--- src/rtl/wpt_addr_bank.sv ---
`timescale 1ns/1ps
module wpt_addr_bank #(
  parameter int NUM_WP   = 16,
  parameter int XLEN     = 64,
  parameter bit LARGE_VA = 1'b1
) (
  input  logic            clk,
  input  logic            cold_rst_n,
  input  logic            warm_rst_n,
  input  logic            req_valid,
  input  logic            req_write,
  input  logic [1:0]      sel_op0,
  input  logic [2:0]      sel_op1,
  input  logic [3:0]      sel_crn,
  input  logic [3:0]      sel_crm,
  input  logic [2:0]      sel_op2,
  input  logic [XLEN-1:0] wdata,
  input  logic [1:0]      cur_el,
  input  logic            el2_enabled,
  input  logic            el2_is64,
  input  logic            l2_trap_dbg_all,
  input  logic            l2_trap_dbg_reg,
  input  logic            el3_present,
  input  logic            el3_is64,
  input  logic            l3_trap_dbg_reg,
  input  logic            el1_is64,
  input  logic            os_lock,
  input  logic            halt_allowed,
  input  logic            ext_trap_dbg,
  output logic [2:0]      status,
  output logic [5:0]      exc_class,
  output logic [XLEN-1:0] rdata
);
  localparam int VA_MSB = LARGE_VA ? 52 : 48;
  localparam int FLD_W  = VA_MSB - 1;
  localparam int EXT_W  = XLEN - 1 - VA_MSB;
  localparam int IDX_W  = (NUM_WP > 1) ? $clog2(NUM_WP) : 1;

  localparam logic [2:0] ST_NONE = 3'd0, ST_OK = 3'd1, ST_UNDEF = 3'd2,
                         ST_TRAP2 = 3'd3, ST_TRAP3 = 3'd4, ST_HALT = 3'd5;

  logic [FLD_W-1:0] va_q [NUM_WP];
  logic             sel_hit;
  logic [IDX_W-1:0] idx;
  logic [FLD_W-1:0] cur_va;

  assign sel_hit = req_valid && sel_op0 == 2'b10 && sel_op1 == 3'b000 &&
                   sel_crn == 4'b0000 && sel_op2 == 3'b110 &&
                   ({28'd0, sel_crm} < NUM_WP);
  assign idx     = sel_crm[IDX_W-1:0];
  assign cur_va  = va_q[idx];

  always_comb begin
    if (!sel_hit)
      status = ST_NONE;
    else if (cur_el == 2'd0)
      status = ST_UNDEF;
    else if (cur_el == 2'd1 && el2_enabled && el2_is64 &&
             (l2_trap_dbg_all || l2_trap_dbg_reg))
      status = ST_TRAP2;
    else if ((cur_el == 2'd1 || cur_el == 2'd2) && el3_present && el3_is64 &&
             l3_trap_dbg_reg)
      status = ST_TRAP3;
    else if (el1_is64 && !os_lock && halt_allowed && ext_trap_dbg)
      status = ST_HALT;
    else
      status = ST_OK;
  end

  assign exc_class = (status == ST_TRAP2 || status == ST_TRAP3) ? 6'h18 : 6'h00;
  assign rdata     = (status == ST_OK && !req_write) ?
                     {{EXT_W{cur_va[FLD_W-1]}}, cur_va, 2'b00} : '0;

  always_ff @(posedge clk or negedge cold_rst_n) begin
    if (!cold_rst_n) begin
      for (int i = 0; i < NUM_WP; i++) va_q[i] <= '0;
    end else if (status == ST_OK && req_write) begin
      va_q[idx] <= wdata[VA_MSB:2];
    end
  end

  wire unused_inputs = ^{warm_rst_n, wdata[XLEN-1:VA_MSB+1], wdata[1:0], sel_crm};
endmodule

--- config.mk ---
export PLATFORM = sky130hd
export DESIGN_NAME = wpt_addr_bank
export DESIGN_NICKNAME = d
export VERILOG_FILES = /design/src/rtl/wpt_addr_bank.sv
export SDC_FILE = /design/constraint.sdc
export NUM_CORES = 1
export LEC_CHECK = 0
export BUFFER_PORTS_ARGS = -buffer_cell sky130_fd_sc_hd__buf_4
export CORE_MARGIN = 1.5
export CORE_UTILIZATION = 50
export DETAILED_ROUTE_END_ITERATION = 7
export PLACE_DENSITY = 0.67
export SLEW_MARGIN = 20
export SYNTH_ARGS = -nofsm -noshare
export SYNTH_HDL_FRONTEND = slang
export SYNTH_SLANG_ARGS = --single-unit
--- constraint.sdc ---
create_clock -name clk -period 9.71 [get_ports clk]
set_clock_uncertainty 0.2 [all_clocks]
set_input_delay 1.942 -clock clk [delete_from_list [all_inputs] [get_ports clk]]
set_output_delay 1.942 -clock clk [all_outputs]
set_load 0.01 [all_outputs]
* Word-level counts from Yosys, hierarchy flattened
Cells that the tools add are included.
Widths: inputs -> output; s select.
** Cells by class
- Reductions and logical operators :: 24
- Multiplexer cells :: 13
- $lt $le $gt $ge :: 2
- Bitwise operators :: 1
- Equality and inequality tests :: 7
** Operators by type and width (count)
- $bwmux 816 :: 1
- $bmux 51 s4 :: 1
- $demux 51 s4 :: 1
- $mux 51 :: 3
- $mux 64 :: 1
- $logic_and 1x1->1 :: 16
- $mux 3 :: 5
- $eq 3x3->1 const B :: 2
- $ge 5x5->1 const B :: 1
- $lt 5x1->1 const B :: 1
- $mux 5 :: 1
- $not 4->5 :: 1
- $eq 2x2->1 const B :: 2
- $logic_not 4->1 :: 1
- $eq 3x1->1 const B :: 1
- $eq 3x2->1 const B :: 1
- $logic_not 3->1 :: 1
- $logic_or 1x1->1 :: 3
- $eq 2x1->1 const B :: 1
- $logic_not 1->1 :: 2
- $logic_not 2->1 :: 1
** Word-level totals
- Input port bits :: 98
- Word-level logic and storage cells :: 63
- Output and inout bits :: 73
- Bits in registers :: 816

* Depth between registers and ports, before layout
- Depth after elaboration :: 12
- Gate-level depth with buffers :: 9

* Least setup slack after synthesis
No wires, ideal clock.
- Kind :: input port to output port
- Start :: input cur_el[0]
- End :: output rdata[53]
- Arrival :: 4.145 ns
- Data required time :: 7.568 ns
- Stages :: 9
- Path slack :: 3.423 ns
- Path buffers :: 3
- Cell sequence :: inv_1 > ha_1 > nand4_1 > nand3_4 > buf_6 > or3_1 > clkbuf_1 > a21oi_1 > buf_4
** Between the ends
- Longest elaborated chain between the ends :: 12
** RTL lines
- start, declared :: RTL line 18 : input logic [1:0] cur_el,
- $eq 2x1->1 / $eq 2x2->1 (equally long branches) :: RTL line 58, 61
- $logic_or 1x1->1 :: RTL line 61 : else if ((cur_el == 2'd1 || cur_el == 2'd2) && el3_present && el3_is64 &&
- $logic_and 1x1->1 (3 in series) :: RTL line 61
- $mux 3 :: RTL line 61
- $mux 3 :: RTL line 58 : else if (cur_el == 2'd1 && el2_enabled && el2_is64 &&
- $mux 3 * :: RTL line 56 : else if (cur_el == 2'd0)
- $mux 3 * :: RTL line 54 : if (!sel_hit)
- $eq 3x1->1 * :: RTL line 71 : assign rdata = (status == ST_OK && !req_write) ?
- $logic_and 1x1->1 * :: RTL line 71
- $mux 64 * :: RTL line 71
- end, declared :: RTL line 32 : output logic [XLEN-1:0] rdata
Mark *: on every way between the ends. The rest lies on a longest branch, timed or not.

* Final worst setup path
- Start :: input cur_el[0]
- End :: output rdata[57]
Same word-level chain as after synthesis.

==> run_results.csv <==
group,metric,value,unit
critical_path,crit_fanout,51,
routing,wl_per_cell,27.19,um
floorplan,initial_utilization,50.64,%
routing,drc,14,
placed_design,placed_cells,3190,
status,violations,"DRC",
timing,period_needed,7039,ps
floorplan,die_h,275.1,um
placed_design,place.gp.congestion,0.7209,
cts,ctsHtreeMaxLevel,3,
cts,cts_buffer_depth,3,
routing,first_pass_iters,8,
critical_path,worst_path_largest_cell_delay,880,ps
layout,diodes,0,
timing,setup_viol,0,
flow_run,drv_cap,0,
global_route,antenna_found_initial,5,
critical_path,end_kind,"primary output",
timing,final_max_slew_viol_count,0,
global_route,grt_overflow,0,
critical_path,cpMostUsedCell,"buf_4",
routing,drtAntennaViolNets,0,
floorplan,core-area,73080,um2
placed_design,place_ws,2257,ps
power_and_ir_drop,power.density,167.1,nW/um2
critical_path,cp_slowest_cell,"or3_4",
routing,wl_met1,40770,um
synth,synthTopCellsByArea,"dfrtp_1 55%, mux2_2 23%, mux4_2 12%",
cts,cts_resized,0,
layout,instances_no_fill,3334,
synth,synth_cell_type_count,33,
cts,numCtsBuffers,86,
cts,clk_latency,620,ps
critical_path,required,7570,ps
routing,viasPerCell,6.203,
routing,wl_met3,4642,um
layout,final_util,56.59,%
critical_path,crit_arrival,4900,ps
cts,clkSinkCount,816,
power_and_ir_drop,p_leak,0.01976,uW
floorplan,core.rowCount,99,
critical_path,crit_family,"simple AND/OR/NAND/NOR gates",
cts,cts_hold_buf,0,
cts,cts_tree,"done",
global_route,first_global_vias,22270,
timing,finalCritPeriodShare,72.49,%
min_path,hold_class,"reg2reg",
critical_path,cp_num_buf_inv,3,
critical_path,rrSetupSlack,8710,ps
routing,wl,90640,um
timing,hold_violations,0,
layout,nNetsFinal,2420,
routing,top_layer,"met5",
layout,final_layout_size_suffix_gt1_share,54.32,%
layout,largest_register_ffs,816,
floorplan,dieWidth,275.1,um
global_route,globalRouteTotalUtil,24.67,%
placed_design,port_buffers,150,
synth,syn_area,37010,um2
critical_path,worst-setup-path-type,"in2out",
floorplan,dieArea,75660,um2
status,status,"finished with violations",
layout,final_cell_area,41360,um2
routing,dr.first_iter.drc_count,1516,
synth,yosysTopAreaCell,"dfrtp_1",
timing,worst_slack,2671,ps
cts,root_buffer,"clkbuf_16",
layout,top_regs,"va_q x816",
cts,cts_setup_buffers,0,
synth,synth_seq_cells,816,
layout,n_fill_cell,5665,
timing,clock.fmax,142.1,MHz
synth,ys_warn_count,0,
synth,synth_top_area_share,55.18,%
timing,setup_tns,0,ps
layout,area_growth,11.76,%
cts,cts.reportedPaths.clkPinSlew,60,ps
routing,wl_met2,43040,um
critical_path,crit_path_start_kind,"input pin",
global_route,grt_max_degree,174,
synth,synth_cells,2270,
critical_path,crit_chain,"buf_4 -> inv_1 -> ha_1 -> nand4_1 -> nand3_4 -> or3_4 -> a21oi_2 -> buf_4",
global_route,grt_pass1_wl,139100,um
synth,seq_area_frac_synth,55.18,%
layout,largest_register,"va_q",
timing,max_slew_margin,21.78,%
floorplan,io_pins,171,
routing,vias,20680,
placed_design,hpwl,47410,um
power_and_ir_drop,irDropWorstVdd,0.1041,mV
timing,rsz0062_at_grt,"false",
timing,tightest_slew,1173,ps
synth,synth_area_per_cell,16.30,um2
placed_design,dpl_cell_area,38550,um2
[metrics by stage]
step           total power (uW)  hold slack (ps)
2_1_floorplan              3583            252.4
3_3_place_gp               3731            262.1
3_5_place_dp               3739            270.8
4_1_cts                    6994            283.6
5_1_grt                    7159            294.2
6_report                   6911            280.0
[cell usage after synthesis]
| library cell | instances |
|---|---|
| nand4_1 | 3 |
| a21oi_1 | 52 |
| nor4_4 | 16 |
| buf_6 | 5 |
| nand3b_1 | 2 |
| buf_4 | 60 |
| nand2_1 | 1 |
| dfrtp_1 | 816 |
| o2111ai_2 | 1 |
| or2_2 | 1 |
| o2111a_1 | 1 |
| ha_1 | 2 |
| buf_2 | 54 |
| mux2_1 | 71 |
| a211oi_1 | 1 |
| clkbuf_1 | 99 |
| buf_1 | 11 |
| nor2b_1 | 2 |
| conb_1 | 1 |
| nand2b_1 | 2 |
| mux2_2 | 745 |
| mux4_2 | 204 |
| inv_1 | 2 |
| or3b_2 | 1 |
| nand3_1 | 1 |
| nor2_1 | 6 |
| nand3_4 | 1 |
| a22oi_1 | 102 |
| nand4b_1 | 1 |
| or3_1 | 1 |
| and4bb_2 | 2 |
| and2_1 | 1 |
| nor3_1 | 2 |
[placed cells by master (no fill, tap or decap), types with 2 or more instances in the layout]
cell | synthesis | layout
mux4_2 | 204 | 204
nor2_1 | 6 | 5
buf_8 | 0 | 3
buf_12 | 0 | 6
nor4_4 | 16 | 16
nor3_1 | 2 | 2
conb_1 | 1 | 6
dfrtp_1 | 816 | 816
clkinv_2 | 0 | 11
ha_1 | 2 | 2
a21oi_1 | 52 | 51
bufinv_16 | 0 | 4
clkbuf_8 | 0 | 21
buf_4 | 60 | 174
inv_1 | 2 | 2
nand4_1 | 3 | 3
clkinvlp_4 | 0 | 2
nand3b_1 | 2 | 2
a22oi_1 | 102 | 102
clkbuf_16 | 0 | 89
nand2b_1 | 2 | 2
buf_6 | 5 | 2
clkbuf_1 | 99 | 16
mux2_1 | 71 | 71
nor2b_4 | 0 | 2
mux2_2 | 745 | 745
and4bb_2 | 2 | 2
[cell type report]
type,count,area (um2),share of cell area [%]
multi-input combinational,1228,15440,37.34
inverter,2,7.507,0.01815
sequential,816,20420,49.37
clock inverter,17,190.2,0.4598
tap,959,1200,2.901
clock buffer,126,2576,6.229
timing repair buffer,186,1521,3.679
[logic make-up after synthesis]
kind of cell | synth area share (%)
buffers and inverters | 3.236
multiplexers | 37.24
AND/OR/NAND/NOR | 1.403
adder cells (fa/ha/maj) | 0.06761
AO/OA/AOI/OAI | 2.864
flip-flops | 55.18
other | 0.01013
[path summary, 6_finish.rpt]
kind | depth (start not counted) | startpoint | to
max in group asynchronous | 4 | cold_rst_n | va_q[769]$_DFFE_PN0P_
hold / removal | 1 | va_q[284]$_DFFE_PN0P_ | va_q[284]$_DFFE_PN0P_
setup reg to reg | 1 | va_q[343]$_DFFE_PN0P_ | va_q[343]$_DFFE_PN0P_
hold reg to reg | 1 | va_q[284]$_DFFE_PN0P_ | va_q[284]$_DFFE_PN0P_
setup / recovery | 8 | cur_el[0] | rdata[57]
min in group asynchronous | 1 | cold_rst_n | va_q[443]$_DFFE_PN0P_
[power by group]
part	internal [uW]	switching, uW	leakage (uW)
Clock	1930	1310	0.00137
Combinational	70.2	202	0.00698
Sequential	3400	0.207	0.0114
Total	5400	1510	0.0198
[routing by layer]
layer	track usage (%)	vias up
li1	-	8598
met1	35.74	11440
met3	4.242	157
met4	7.089	12
met2	38.46	473
met5	0.5013	-
(Power assumes the default switching activity.)
